**src/rtl/bfm_pkg.sv**
```systemverilog
package bfm_pkg;

    localparam int OFF_W       = 7;
    localparam int BANK_W      = 2;
    localparam int PTR_W       = 8;
    localparam int PHYS_W      = BANK_W + OFF_W;
    localparam int BANK_SPAN   = 1 << OFF_W;
    localparam int SFR_TOP     = 32;
    localparam int SFR_OFF_W   = $clog2(SFR_TOP);
    localparam int SFR_ID_W    = SFR_OFF_W + 1;
    localparam int BANK1_SFR_END = 16;
    localparam int COMMON_BASE = 112;
    localparam int BANK0_RAM   = BANK_SPAN - SFR_TOP;
    localparam int BANK1_RAM   = COMMON_BASE - SFR_TOP;
    localparam int RAM_DEPTH   = BANK0_RAM + BANK1_RAM;
    localparam int IDX_W       = $clog2(RAM_DEPTH);

    typedef logic [OFF_W-1:0]  off_t;
    typedef logic [BANK_W-1:0] bank_t;
    typedef logic [PHYS_W-1:0] phys_t;

    typedef struct packed {
        logic                hit;
        logic [SFR_ID_W-1:0] id;
    } sfr_dec_t;

    typedef struct packed {
        logic             hit;
        logic [IDX_W-1:0] idx;
    } ram_dec_t;

    typedef struct packed {
        logic  ind;
        phys_t phys;
        bank_t bank;
        off_t  off;
    } loc_t;

    // Special registers answering in every bank.
    function automatic logic is_global_mirror(input logic [SFR_OFF_W-1:0] o);
        return (o == 5'h02) || (o == 5'h03) || (o == 5'h04) ||
               (o == 5'h0A) || (o == 5'h0B);
    endfunction

    // Special registers shared between banks that differ only in bank[1].
    function automatic logic is_pair_mirror(input logic [SFR_OFF_W-1:0] o);
        return (o == 5'h01) || (o == 5'h06);
    endfunction

endpackage

```
**src/rtl/bfm_resolve.sv**
```systemverilog
module bfm_resolve
    import bfm_pkg::*;
(
    input  off_t                   acc_off,
    input  bank_t                  bank_sel,
    input  logic [PTR_W-1:0]       ptr_val,
    input  logic                   ptr_hi,
    output loc_t                   loc
);
    always_comb begin
        loc = '0;
        loc.ind  = (acc_off == '0);
        loc.phys = loc.ind ? {ptr_hi, ptr_val} : {bank_sel, acc_off};
        loc.bank = loc.phys[PHYS_W-1 -: BANK_W];
        loc.off  = loc.phys[OFF_W-1:0];
    end
endmodule

```
**src/rtl/bfm_sfr_decode.sv**
```systemverilog
module bfm_sfr_decode
    import bfm_pkg::*;
(
    input  bank_t    bank,
    input  off_t     off,
    output sfr_dec_t dec
);
    logic [SFR_OFF_W-1:0] o5;
    logic                 in_area;

    assign o5      = off[SFR_OFF_W-1:0];
    assign in_area = (off < OFF_W'(SFR_TOP)) && (off != '0);

    always_comb begin
        dec = '0;
        if (in_area) begin
            if (is_global_mirror(o5)) begin
                dec.hit = 1'b1;
                dec.id  = {1'b0, o5};
            end else if (is_pair_mirror(o5)) begin
                dec.hit = 1'b1;
                dec.id  = {bank[0], o5};
            end else if (bank == BANK_W'(0)) begin
                dec.hit = 1'b1;
                dec.id  = {1'b0, o5};
            end else if ((bank == BANK_W'(1)) && (off < OFF_W'(BANK1_SFR_END))) begin
                dec.hit = 1'b1;
                dec.id  = {1'b1, o5};
            end
        end
    end
endmodule

```
**src/rtl/bfm_ram_decode.sv**
```systemverilog
module bfm_ram_decode
    import bfm_pkg::*;
(
    input  bank_t    bank,
    input  off_t     off,
    output ram_dec_t dec
);
    logic [IDX_W-1:0] rel;

    assign rel = IDX_W'(off) - IDX_W'(SFR_TOP);

    always_comb begin
        dec = '0;
        if (off >= OFF_W'(SFR_TOP)) begin
            if (off >= OFF_W'(COMMON_BASE)) begin
                dec.hit = 1'b1;
                dec.idx = rel;
            end else if (bank == BANK_W'(0)) begin
                dec.hit = 1'b1;
                dec.idx = rel;
            end else if (bank == BANK_W'(1)) begin
                dec.hit = 1'b1;
                dec.idx = rel + IDX_W'(BANK0_RAM);
            end
        end
    end
endmodule

```
**src/rtl/bfm_mapper.sv**
```systemverilog
module bfm_mapper
    import bfm_pkg::*;
(
    input  logic                 clk,
    input  logic                 rst,
    input  logic                 acc_req,
    input  logic                 acc_wr,
    input  logic [OFF_W-1:0]     acc_off,
    input  logic [BANK_W-1:0]    bank_sel,
    input  logic [PTR_W-1:0]     ptr_val,
    input  logic                 ptr_hi,
    output logic                 out_vld,
    output logic                 out_ind,
    output logic [PHYS_W-1:0]    out_phys,
    output logic                 sfr_sel,
    output logic [SFR_ID_W-1:0]  sfr_id,
    output logic                 ram_sel,
    output logic [IDX_W-1:0]     ram_idx,
    output logic                 loc_ok,
    output logic                 sfr_we,
    output logic                 ram_we,
    output logic                 rd_zero
);
    loc_t     loc;
    sfr_dec_t sdec;
    ram_dec_t rdec;
    logic     hit;

    bfm_resolve u_resolve (
        .acc_off (acc_off),
        .bank_sel(bank_sel),
        .ptr_val (ptr_val),
        .ptr_hi  (ptr_hi),
        .loc     (loc)
    );

    bfm_sfr_decode u_sfr (
        .bank(loc.bank),
        .off (loc.off),
        .dec (sdec)
    );

    bfm_ram_decode u_ram (
        .bank(loc.bank),
        .off (loc.off),
        .dec (rdec)
    );

    assign hit = sdec.hit | rdec.hit;

    always_ff @(posedge clk) begin
        if (rst || !acc_req) begin
            out_vld  <= 1'b0;
            out_ind  <= 1'b0;
            out_phys <= '0;
            sfr_sel  <= 1'b0;
            sfr_id   <= '0;
            ram_sel  <= 1'b0;
            ram_idx  <= '0;
            loc_ok   <= 1'b0;
            sfr_we   <= 1'b0;
            ram_we   <= 1'b0;
            rd_zero  <= 1'b0;
        end else begin
            out_vld  <= 1'b1;
            out_ind  <= loc.ind;
            out_phys <= loc.phys;
            sfr_sel  <= sdec.hit;
            sfr_id   <= sdec.id;
            ram_sel  <= rdec.hit;
            ram_idx  <= rdec.idx;
            loc_ok   <= hit;
            sfr_we   <= acc_wr & sdec.hit;
            ram_we   <= acc_wr & rdec.hit;
            rd_zero  <= ~acc_wr & ~hit;
        end
    end

    assert_vld_follows_req_R1: assert property (@(posedge clk) disable iff (rst)
        acc_req |=> out_vld);

    assert_idle_clears_R1: assert property (@(posedge clk) disable iff (rst)
        !acc_req |=> (!out_vld && !sfr_sel && !ram_sel && !ram_we && !sfr_we && !rd_zero));

    assert_direct_phys_R2: assert property (@(posedge clk) disable iff (rst)
        (acc_req && acc_off != '0) |=> (out_phys == {$past(bank_sel), $past(acc_off)}) && !out_ind);

    assert_indirect_phys_R3: assert property (@(posedge clk) disable iff (rst)
        (acc_req && acc_off == '0) |=> (out_phys == {$past(ptr_hi), $past(ptr_val)}) && out_ind);

    assert_self_ref_invalid_R4: assert property (@(posedge clk) disable iff (rst)
        (acc_req && acc_off == '0 && ptr_val[OFF_W-1:0] == '0) |=> !loc_ok);

    assert_one_target_R5: assert property (@(posedge clk) disable iff (rst)
        out_vld |-> ($countones({sfr_sel, ram_sel, !loc_ok}) == 1));

    assert_status_mirror_R6: assert property (@(posedge clk) disable iff (rst)
        (acc_req && acc_off == 7'h03) |=> (sfr_sel && sfr_id == SFR_ID_W'(3)));

    assert_ram_bound_R9: assert property (@(posedge clk) disable iff (rst)
        ram_sel |-> (ram_idx < IDX_W'(RAM_DEPTH)));

    assert_write_gate_R10: assert property (@(posedge clk) disable iff (rst)
        (ram_we || sfr_we) |-> (loc_ok && !rd_zero && $onehot0({ram_we, sfr_we})));

    assert_read_zero_R10: assert property (@(posedge clk) disable iff (rst)
        rd_zero |-> (!loc_ok && !ram_we && !sfr_we));

endmodule

```
**config.mk**
```make
export PLATFORM = sky130hd
export DESIGN_NAME = bfm_mapper
export DESIGN_NICKNAME = d
export VERILOG_FILES = /design/src/rtl/bfm_pkg.sv /design/src/rtl/bfm_resolve.sv /design/src/rtl/bfm_sfr_decode.sv /design/src/rtl/bfm_ram_decode.sv /design/src/rtl/bfm_mapper.sv
export SDC_FILE = /design/constraint.sdc
export NUM_CORES = 1
export LEC_CHECK = 0
export BUFFER_PORTS_ARGS = -buffer_cell sky130_fd_sc_hd__buf_2
export CORE_AREA = 4 4 62 53
export DETAILED_ROUTE_END_ITERATION = 8
export DIE_AREA = 0 0 66 57
export GPL_ROUTABILITY_DRIVEN = 0
export PLACE_DENSITY = 0.86
export SLEW_MARGIN = 20
export SYNTH_ARGS = -nofsm -noshare
export SYNTH_HDL_FRONTEND = slang
export SYNTH_SLANG_ARGS = --single-unit
```
**constraint.sdc**
```tcl
create_clock -name clk -period 4.85 [get_ports clk]
set_clock_uncertainty 0.1 [all_clocks]
set_input_delay 0.7275 -clock clk [delete_from_list [all_inputs] [get_ports clk]]
set_output_delay 0.7275 -clock clk [all_outputs]
set_load 0.05 [all_outputs]
```
# Word level (Yosys, flattened, before mapping)

Index checks and enable logic that the tools add are counted.

Flip-flop bits (word level): 31
Bits of input ports: 22
Output and inout port bits: 31
Word-level logic and storage cells: 60

Add/subtract/negate cells: 2
$lt $le $gt $ge: 4
Equality and inequality tests: 8
Mux-type cells: 11
Bitwise logic cells: 8
Reductions and logical operators: 15

Operators with widths:

| cell                  | number |
|---|---|
| $mux W9               | 5 |
| $mux W7               | 5 |
| $eq A5 B2 Y1 const B  | 2 |
| $eq A5 B3 Y1 const B  | 2 |
| $eq A5 B4 Y1 const B  | 2 |
| $add A8 B7 Y8 const B | 1 |
| $sub A7 B6 Y8 const B | 1 |
| $ge A7 B6 Y1 const B  | 1 |
| $ge A7 B7 Y1 const B  | 1 |
| $logic_not A7 Y1      | 1 |
| $lt A7 B5 Y1 const B  | 1 |
| $lt A7 B6 Y1 const B  | 1 |
| $reduce_bool A7 Y1    | 1 |
| $logic_or A1 B1 Y1    | 6 |
| $eq A5 B1 Y1 const B  | 1 |
| $not A1 Y1            | 4 |
| $reduce_or A2 Y1      | 2 |
| $and A1 B1 Y1         | 3 |
| $reduce_or A3 Y1      | 1 |
| $eq A2 B1 Y1 const B  | 1 |
| $logic_and A1 B1 Y1   | 2 |
| $logic_not A2 Y1      | 1 |
| $logic_not A1 Y1      | 1 |
| $mux W1               | 1 |
| $or A1 B1 Y1          | 1 |

# Depth between registers and ports, before layout

Gate-level depths: netlist of the first run.

Depth after elaboration: 12
Gate-level depth with buffers: 9
Mapped depth without buffers: 8

# Cells and area by module

A second synthesis of the first run with hierarchy kept.

Cells, all modules: 144
Area total of the unflattened synthesis: 1476.4 um2

Modules (own cells, without submodules):

| module         | times used | cells each | area an instance (um2) | sequential area each (um2) |
|---|---|---|---|---|
| bfm_mapper     | 1          | 65         | 852.1                  | 620.6 |
| bfm_ram_decode | 1          | 35         | 279.0                  | 0.0 |
| bfm_resolve    | 1          | 20         | 191.4                  | 0.0 |
| bfm_sfr_decode | 1          | 24         | 153.9                  | 0.0 |

# Worst setup path after synthesis of the first run

No wires, ideal clock.

Kind: input port to flip-flop
Start: input acc_off[2]
End: register rd_zero
Setup time: 61 ps
Arrival time: 2404 ps
Required time: 4689 ps
Setup slack: 2286 ps
Cell stages on the path: 7
Buffers on the path: 1
Path through: buf_6 -> or4_4 -> o41ai_4 -> nor4_1 -> a311oi_2 -> a31o_4 -> and3_1

Word-level cells in the longest chain between the ends: 12
Elaborated cells on any way between the ends: 35
Classes of those cells: 4 x order compare; 8 x eq/ne; 10 x mux; 3 x bitwise; 10 x reduce/logical

RTL lines:

| element                                                   | RTL line                            | RTL |
|---|---|---|
| from (decl)                                               | bfm_mapper.sv:8                     | `input logic [OFF_W-1:0] acc_off,` |
| $logic_not A7 Y1                                          | bfm_resolve.sv:12                   | `loc.ind = (acc_off == '0);` |
| $mux W9 (*)                                               | bfm_resolve.sv:13                   | `loc.phys = loc.ind ? {ptr_hi, ptr_val} : {bank_sel, acc_off};` |
| $lt A7 B5 Y1, or another cell as far along                | bfm_sfr_decode.sv:26                | `end else if ((bank == BANK_W'(1)) && (off < OFF_W'(BANK1_SFR_END))) begin` |
| $logic_and A1 B1 Y1 or $logic_or A1 B1 Y1 (tied branches) | bfm_sfr_decode.sv:26, bfm_pkg.sv:41 |  |
| $mux W7 or $logic_or A1 B1 Y1 (tied branches)             | bfm_sfr_decode.sv:26, bfm_pkg.sv:41 |  |
| $mux W7 or $logic_or A1 B1 Y1 (tied branches)             | bfm_sfr_decode.sv:23, bfm_pkg.sv:41 |  |
| $mux W7 or $logic_or A1 B1 Y1 (tied branches)             | bfm_sfr_decode.sv:20, bfm_pkg.sv:42 |  |
| $mux W7                                                   | bfm_sfr_decode.sv:17                | `if (is_global_mirror(o5)) begin` |
| $mux W7                                                   | bfm_sfr_decode.sv:16                | `if (in_area) begin` |
| $or A1 B1 Y1 (*)                                          | bfm_mapper.sv:49                    | `assign hit = sdec.hit \| rdec.hit;` |
| $not A1 Y1 (*)                                            | bfm_mapper.sv:75                    | `rd_zero <= ~acc_wr & ~hit;` |
| $and A1 B1 Y1 (*)                                         | bfm_mapper.sv:75                    |  |
| to (signal assigned)                                      | bfm_mapper.sv:75                    |  |
| to (decl)                                                 | bfm_mapper.sv:22                    | `output logic rd_zero` |

Every way passes the cells marked *; elsewhere a longest branch is shown, timed or not.
A chain may end at the register's enable or synchronous reset.

==> flow_summary_export.csv, run 1 <==
group,metric,value,unit
status,status,"finished, final reports clean",
layout,area_growth_syn_to_layout,28.4,%
timing,tightestPinTransition,696,ps
placement,placed_cell_area,1570,um^2
layout,layout.nets,219,
power,seq_power_share,51.1,%
yosys,post_synth.cell_area_avg,9.23,um^2
critical_path,setup.worst_path.start_class,"primary input",
drt,post_drt_wl_per_cell,12.4,um
timing,whs,560,ps
power,power.density,315,nW/um^2
yosys,synth_fp_nets,162,
layout,num_antenna_cells,0,
clock_network,ctsResizeCount,0,
clock_network,holdBufCountCts,0,
run,max_cap_violations,0,
yosys,syn-instance-count,138,
critical_path,cp-end-kind,"flop",
timing,timing.final.crit_share,54.6,%
layout,final-instance-count-excl-fill,234,
global_route,global_route.usage.total,16.3,%
drt,first_pass_iters,4,
yosys,dominantRegCellSynth,"sky130_fd_sc_hd__dfxtp_1",
clock_network,clockRootBuffer,"sky130_fd_sc_hd__clkbuf_4",
drt,wl_met3,327,um
yosys,synth_largest_type_area_fraction,48.7,%
floorplanning,floorplan.die_area,3760,um^2
yosys,synth-edff-count,0,
floorplanning,die-width,66,um
yosys,synthesis.area,1270,um^2
power,sw_power,143,uW
power,fraction_of_power_spent_switching_nets,27.8,%
yosys,async_flop_share,0,%
clock_network,post_cts.repair.setup_buffers,0,
clock_network,cts.sink_count,31,
hold_path,hold_class,"in -> reg",
drt,postRouteAntennaNets,0,
placement,port_buffers,52,
layout,biggestRegsByFlops,"out_phys x9, ram_idx x8, sfr_id x6",
global_route,grt_remaining_overflow,0,
layout,largest_register,"out_phys",
yosys,post_synth_num_cell_types,30,
global_route,grt_pass1_vias,1007,
drt,detailedRoute.firstIterationViolations,44,
layout,share_of_cells_above_drive_strength_1,35.2,%
drt,dr_wl_met2,1230,um
drt,wl_met1,1290,um
drt,routed_wirelength,2900,um
timing,tns,0,ps
yosys,synth-seq-cells,31,
timing,rsz0062_at_grt,"no",
clock_network,htree_levels,2,
critical_path,worstPathArrival,2810,ps
global_route,antenna_found_initial,0,
layout,final_common_cell,"sky130_fd_sc_hd__buf_2",
critical_path,critPathRequiredTime,5010,ps
power,internal_power,372,uW
yosys,synth.yosys.seq_area_share,48.7,%
power,ir_drop,0.117,mV
yosys,synth_top_cell_by_area,"sky130_fd_sc_hd__dfxtp_1",
floorplanning,floorplan.rows,17,
timing,period_needed,2650,ps
layout,largest_register_ff_count,9,
timing,final-hold-violation-count,0,
critical_path,critPathMaxFanout,8,
floorplanning,initial_utilization,47.9,%
yosys,count_of_warnings_emitted_by_yosys,0,
timing,fin_ws,2200,ps
placement,dpl_worst_slack,1900,ps
yosys,synth.top_cells.by_area,"sky130_fd_sc_hd__dfxtp_1, sky130_fd_sc_hd__nor2_1, sky130_fd_sc_hd__inv_1",
power,power.clock.fraction,31.8,%
power,static-leakage-power,0.000846,uW
drt,vias_per_cell,5.10,
clock_network,path_clk_slew,80,ps
layout,final_cell_area,1640,um^2
clock_network,clk_path_buf_depth,2,
global_route,first_pass_grt_wire_length,4640,um
drt,post-route-drc-count,0,
layout,leading_cell_types_in_the_layout_fill_and_taps_excluded,"sky130_fd_sc_hd__buf_2, sky130_fd_sc_hd__dfxtp_1, sky130_fd_sc_hd__nor2_1, sky130_fd_sc_hd__inv_1, sky130_fd_sc_hd__nand2_1",
floorplanning,fp.dieH,57,um
drt,highest-signal-layer,"met4",
timing,setup_violations,0,
placement,placedCellCount,226,
clock_network,cts_tree,"done",
timing,report.final.slew_viol_count,0,
global_route,grt_max_degree,13,
power,power_frac_comb,17.1,%
placement,place.detailed.hpwl,2280,um
drt,detailroute.via_count,1194,
timing,relSlewSlack,53.2,%
floorplanning,core,2660,um^2
critical_path,worstSetupPathType,"in -> reg",
floorplanning,ioPinCount,53,
clock_network,cts_made_buffers,5,
timing,fmax,378,MHz
## cell type report
type	count	area, um^2
clock buffer	8	68.8
fill	231	1020
inverter	12	45.0
multi-input combinational	93	593
sequential	31	621
tap	38	47.5
timing repair buffer	52	260
## metrics by stage
| step | util (%) | total power [uW] |
|---|---|---|
| after global placement | 58.9 | 356 |
| after detailed placement | 58.9 | 357 |
| after global routing | 61.5 | 542 |
| after floorplan | - | 329 |
| after CTS | 61.5 | 520 |
| final | 61.5 | 515 |
## cells in the mapped netlist, types with 2 or more instances
| library cell | count |
|---|---|
| sky130_fd_sc_hd__nor4_1 | 7 |
| sky130_fd_sc_hd__a21oi_1 | 5 |
| sky130_fd_sc_hd__o21ai_0 | 4 |
| sky130_fd_sc_hd__or4_4 | 2 |
| sky130_fd_sc_hd__nand2_1 | 10 |
| sky130_fd_sc_hd__dfxtp_1 | 31 |
| sky130_fd_sc_hd__a31oi_1 | 6 |
| sky130_fd_sc_hd__mux2i_1 | 4 |
| sky130_fd_sc_hd__nand2b_1 | 4 |
| sky130_fd_sc_hd__a41o_1 | 2 |
| sky130_fd_sc_hd__inv_1 | 12 |
| sky130_fd_sc_hd__ha_1 | 2 |
| sky130_fd_sc_hd__and3_1 | 2 |
| sky130_fd_sc_hd__nor2_1 | 30 |
| sky130_fd_sc_hd__nor3_1 | 2 |
## kinds of logic after synthesis
family | after synthesis | synth area share, %
DFF | 31 | 48.7
adders and majority gates | 2 | 1.96
muxes | 4 | 3.14
and+or+nand+nor | 62 | 25.0
buffers and inverters | 14 | 4.71
AOI/OAI and AO/OA | 25 | 16.4
## worst paths after layout
check,start,end,slack [ps],cells past startpoint
max,acc_off[1],rd_zero,2200,9
min,acc_wr,ram_we,560,3
## power by group through the flow
| stage | clock [uW] | combinational (uW) | sequential, uW |
|---|---|---|---|
| after CTS | 169 | 87.9 | 263 |
| after floorplan | 0 | 32.8 | 296 |
| after global routing | 183 | 95.2 | 264 |
| after global placement | 0 | 86.6 | 269 |
| after detailed placement | 0 | 87.6 | 269 |
| final | 164 | 88.1 | 263 |
## routing by layer
metal | global-route usage [%] | up-vias
met4 | 6.96 | 0
met3 | 6.50 | 7
li1 | - | 596
met5 | 0 | -
met1 | 20.7 | 529
met2 | 24.4 | 62
## worst max-delay path, cell delays in order
cell and delay [ps]:
sky130_fd_sc_hd__buf_2 180, sky130_fd_sc_hd__nor4_4 90, sky130_fd_sc_hd__a31oi_1 430, sky130_fd_sc_hd__inv_1 170
sky130_fd_sc_hd__ha_1 230, sky130_fd_sc_hd__nand2b_1 120, sky130_fd_sc_hd__inv_1 80, sky130_fd_sc_hd__o31ai_2 540
sky130_fd_sc_hd__and3_1 240
Power figures use the tool's default switching activity.
==> run 2, diff against run 1 <==
ABC_AREA = 1   (was default)
CORE_AREA = 4 4 67 57   (was 4 4 62 53)
DIE_AREA = 0 0 71 61   (was 0 0 66 57)
PLACE_DENSITY = 0.78   (was 0.86)
clock period = 2.3 ns   (was 4.85 ns; I/O delays follow)
==> flow_summary_export.csv, run 2 <==
group,metric,value,unit
critical_path,crit_path_max_incr_delay,240,ps
clock_network,cts_made_buffers,5,
layout,layout.nets,256,
critical_path,cp-end-kind,"flop",
yosys,synth_fp_nets,195,
critical_path,setup.worst_path.start_class,"primary input",
clock_network,htree_levels,2,
global_route,grt_pass1_vias,1102,
floorplanning,floorplan.die_area,4330,um^2
placement,port_buffers,52,
timing,timing.final.crit_share,78.5,%
timing,rsz0062_at_grt,"no",
layout,num_antenna_cells,0,
yosys,dominantRegCellSynth,"sky130_fd_sc_hd__dfxtp_1",
yosys,synthTopCellsByCount,"sky130_fd_sc_hd__nand2_1, sky130_fd_sc_hd__dfxtp_1, sky130_fd_sc_hd__nor2_1",
layout,largest_register,"out_phys",
drt,highest-signal-layer,"met4",
floorplanning,die-width,71,um
yosys,async_flop_share,0,%
clock_network,post_cts.repair.setup_buffers,0,
yosys,synth_top_cell_by_area,"sky130_fd_sc_hd__dfxtp_1",
layout,leading_cell_types_in_the_layout_fill_and_taps_excluded,"sky130_fd_sc_hd__buf_2, sky130_fd_sc_hd__nand2_1, sky130_fd_sc_hd__dfxtp_1, sky130_fd_sc_hd__nor2_1, sky130_fd_sc_hd__inv_1",
layout,ff_latch_area,621,um^2
floorplanning,fp.dieH,61,um
drt,first_pass_iters,4,
yosys,synth.yosys.seq_area_share,48.9,%
drt,post_drt_wl_per_cell,10.8,um
drt,detailroute.via_count,1236,
drt,vias_per_cell,4.53,
critical_path,crit_path_start,"acc_off[6]",
floorplanning,floorplan.rows,18,
clock_network,cts.sink_count,31,
status,status,"finished, final reports clean",
layout,share_of_cells_above_drive_strength_1,33.5,%
clock_network,cts_tree,"done",
global_route,first_pass_grt_wire_length,4770,um
yosys,post_synth.cell_area_avg,7.43,um^2
drt,detailedRoute.firstIterationViolations,43,
yosys,synthesis.area,1270,um^2
layout,nFillCells,308,
layout,area_growth_syn_to_layout,34.9,%
critical_path,slowest_cp_cell,"sky130_fd_sc_hd__nor2_2",
clock_network,path_clk_slew,60,ps
drt,dr_wl_met2,1230,um
layout,largest_register_ff_count,9,
global_route,antenna_found_initial,0,
power,power.density,751,nW/um^2
clock_network,ctsResizeCount,0,
critical_path,worstPathArrival,1920,ps
drt,routed_wirelength,2950,um
layout,final_common_cell,"sky130_fd_sc_hd__buf_2",
drt,post-route-drc-count,0,
global_route,grt_remaining_overflow,0,
timing,tns,0,ps
placement,place.detailed.hpwl,2380,um
floorplanning,initial_utilization,41.5,%
yosys,synth-edff-count,0,
clock_network,clockRootBuffer,"sky130_fd_sc_hd__clkbuf_8",
critical_path,critPathMaxFanout,7,
global_route,global_route.usage.total,14.4,%
critical_path,worstSetupPathType,"in -> reg",
floorplanning,core,3060,um^2
critical_path,crit_path_cell_trace,"buf_2, nor2_1, nand2_1, nor2_2, a21oi_1, nand2_1, nand2_1, nor2_1, nor2_1, nand2_1, nand3_2, nor2_1",
floorplanning,ioPinCount,53,
timing,report.final.slew_viol_count,0,
timing,fmax,554,MHz
yosys,synth_most_common_cell,"sky130_fd_sc_hd__nand2_1",
yosys,synth.top_cells.by_area,"sky130_fd_sc_hd__dfxtp_1, sky130_fd_sc_hd__nand2_1, sky130_fd_sc_hd__nor2_1",
clock_network,clk_path_buf_depth,2,
power,p_total,1290,uW
drt,wl_met1,1420,um
timing,setup_violations,0,
drt,wl_met3,247,um
yosys,syn-instance-count,171,
clock_network,holdBufCountCts,0,
timing,period_needed,1810,ps
hold_path,hold_class,"in -> reg",
timing,final-hold-violation-count,0,
power,ir_drop,0.258,mV
hold_path,hp-start,"rst",
timing,relSlewSlack,63.3,%
power,static-leakage-power,0.000912,uW
layout,biggestRegsByFlops,"out_phys x9, ram_idx x8, sfr_id x6",
yosys,count_of_warnings_emitted_by_yosys,0,
drt,postRouteAntennaNets,0,
timing,tightestPinTransition,550,ps
yosys,synth_largest_type_area_fraction,48.9,%
yosys,synth-seq-cells,31,
yosys,post_synth_num_cell_types,22,
layout,multiInputGateArea,567,um^2
global_route,grt_max_degree,16,
run,max_cap_violations,0,
critical_path,critPathRequiredTime,2410,ps
run 2: changes by cell type in the layout (fill, tap and decap cells not counted), sizes merged, moves of 3 or more:
cell / change
nand2b: -4
nor4: -7
nor2: +3
a21oi: +5
nand2: +40
or4: -3
mux2i: -4
buf: +4
a41o: -3
nand3: +8
inv: +5
a31oi: -5
nor3: +6
run 2: area by class of cell:
class                   count  share of cell area (%)
clock buffers               6                    4.82
clock inverters             2                    2.05
inverters                  18                    3.94
multi-input cells         120                    33.1
flip-flops and latches     31                    36.2
well taps                  40                    2.92
repair buffers             56                    16.9
run 2: layer usage:
metal / vias to the layer above / track usage [%]
met3: 7 / 5.46
met2: 44 / 23.1
li1: 657 / -
met1: 528 / 17.4
met4: 0 / 6.43
met5: - / 0
run 2: worst paths after layout:
kind                    end  slack, ps  cells past startpoint
setup / recovery  sfr_id[0]        490                     12
hold / removal      out_vld        200                      2
run 2: kinds of logic after synthesis:
logic type      Yosys count  synth area share (%)
flops                    31                  48.9
compound gates           17                  7.98
buf+inv                  20                  6.50
fa+ha+maj                 2                  1.97
simple gates            101                  34.7
run 2: metrics by stage:
step / cell area [um^2] / hold WS [ps] / cells / utilization, % / setup WS, ps
3_5_place_dp: 1600 / 499 / 265 / 52.1 / 188
5_1_grt: 1710 / 201 / 273 / 55.9 / 248
3_3_place_gp: 1600 / 498 / 265 / 52.1 / 240
6_report: 1710 / 203 / 273 / 55.9 / 495
2_1_floorplan: 1270 / 371 / 171 / - / 448
4_1_cts: 1710 / 198 / 273 / 55.9 / 484
run 2: where the power goes:
group | internal (uW) | switching [uW] | total [uW] | leakage (uW)
sequential | 553 | 3.35 | 556 | 0.000253
clock | 350 | 193 | 543 | 0.0000612
combinational | 52.8 | 134 | 187 | 0.000598
run 2: critical path: cells and delay by family:
family / cells / cell delay (ps)
AO/OA/AOI/OAI: 1 / 240
AND/OR/NAND/NOR: 10 / 1210
buffers and inverters: 1 / 120
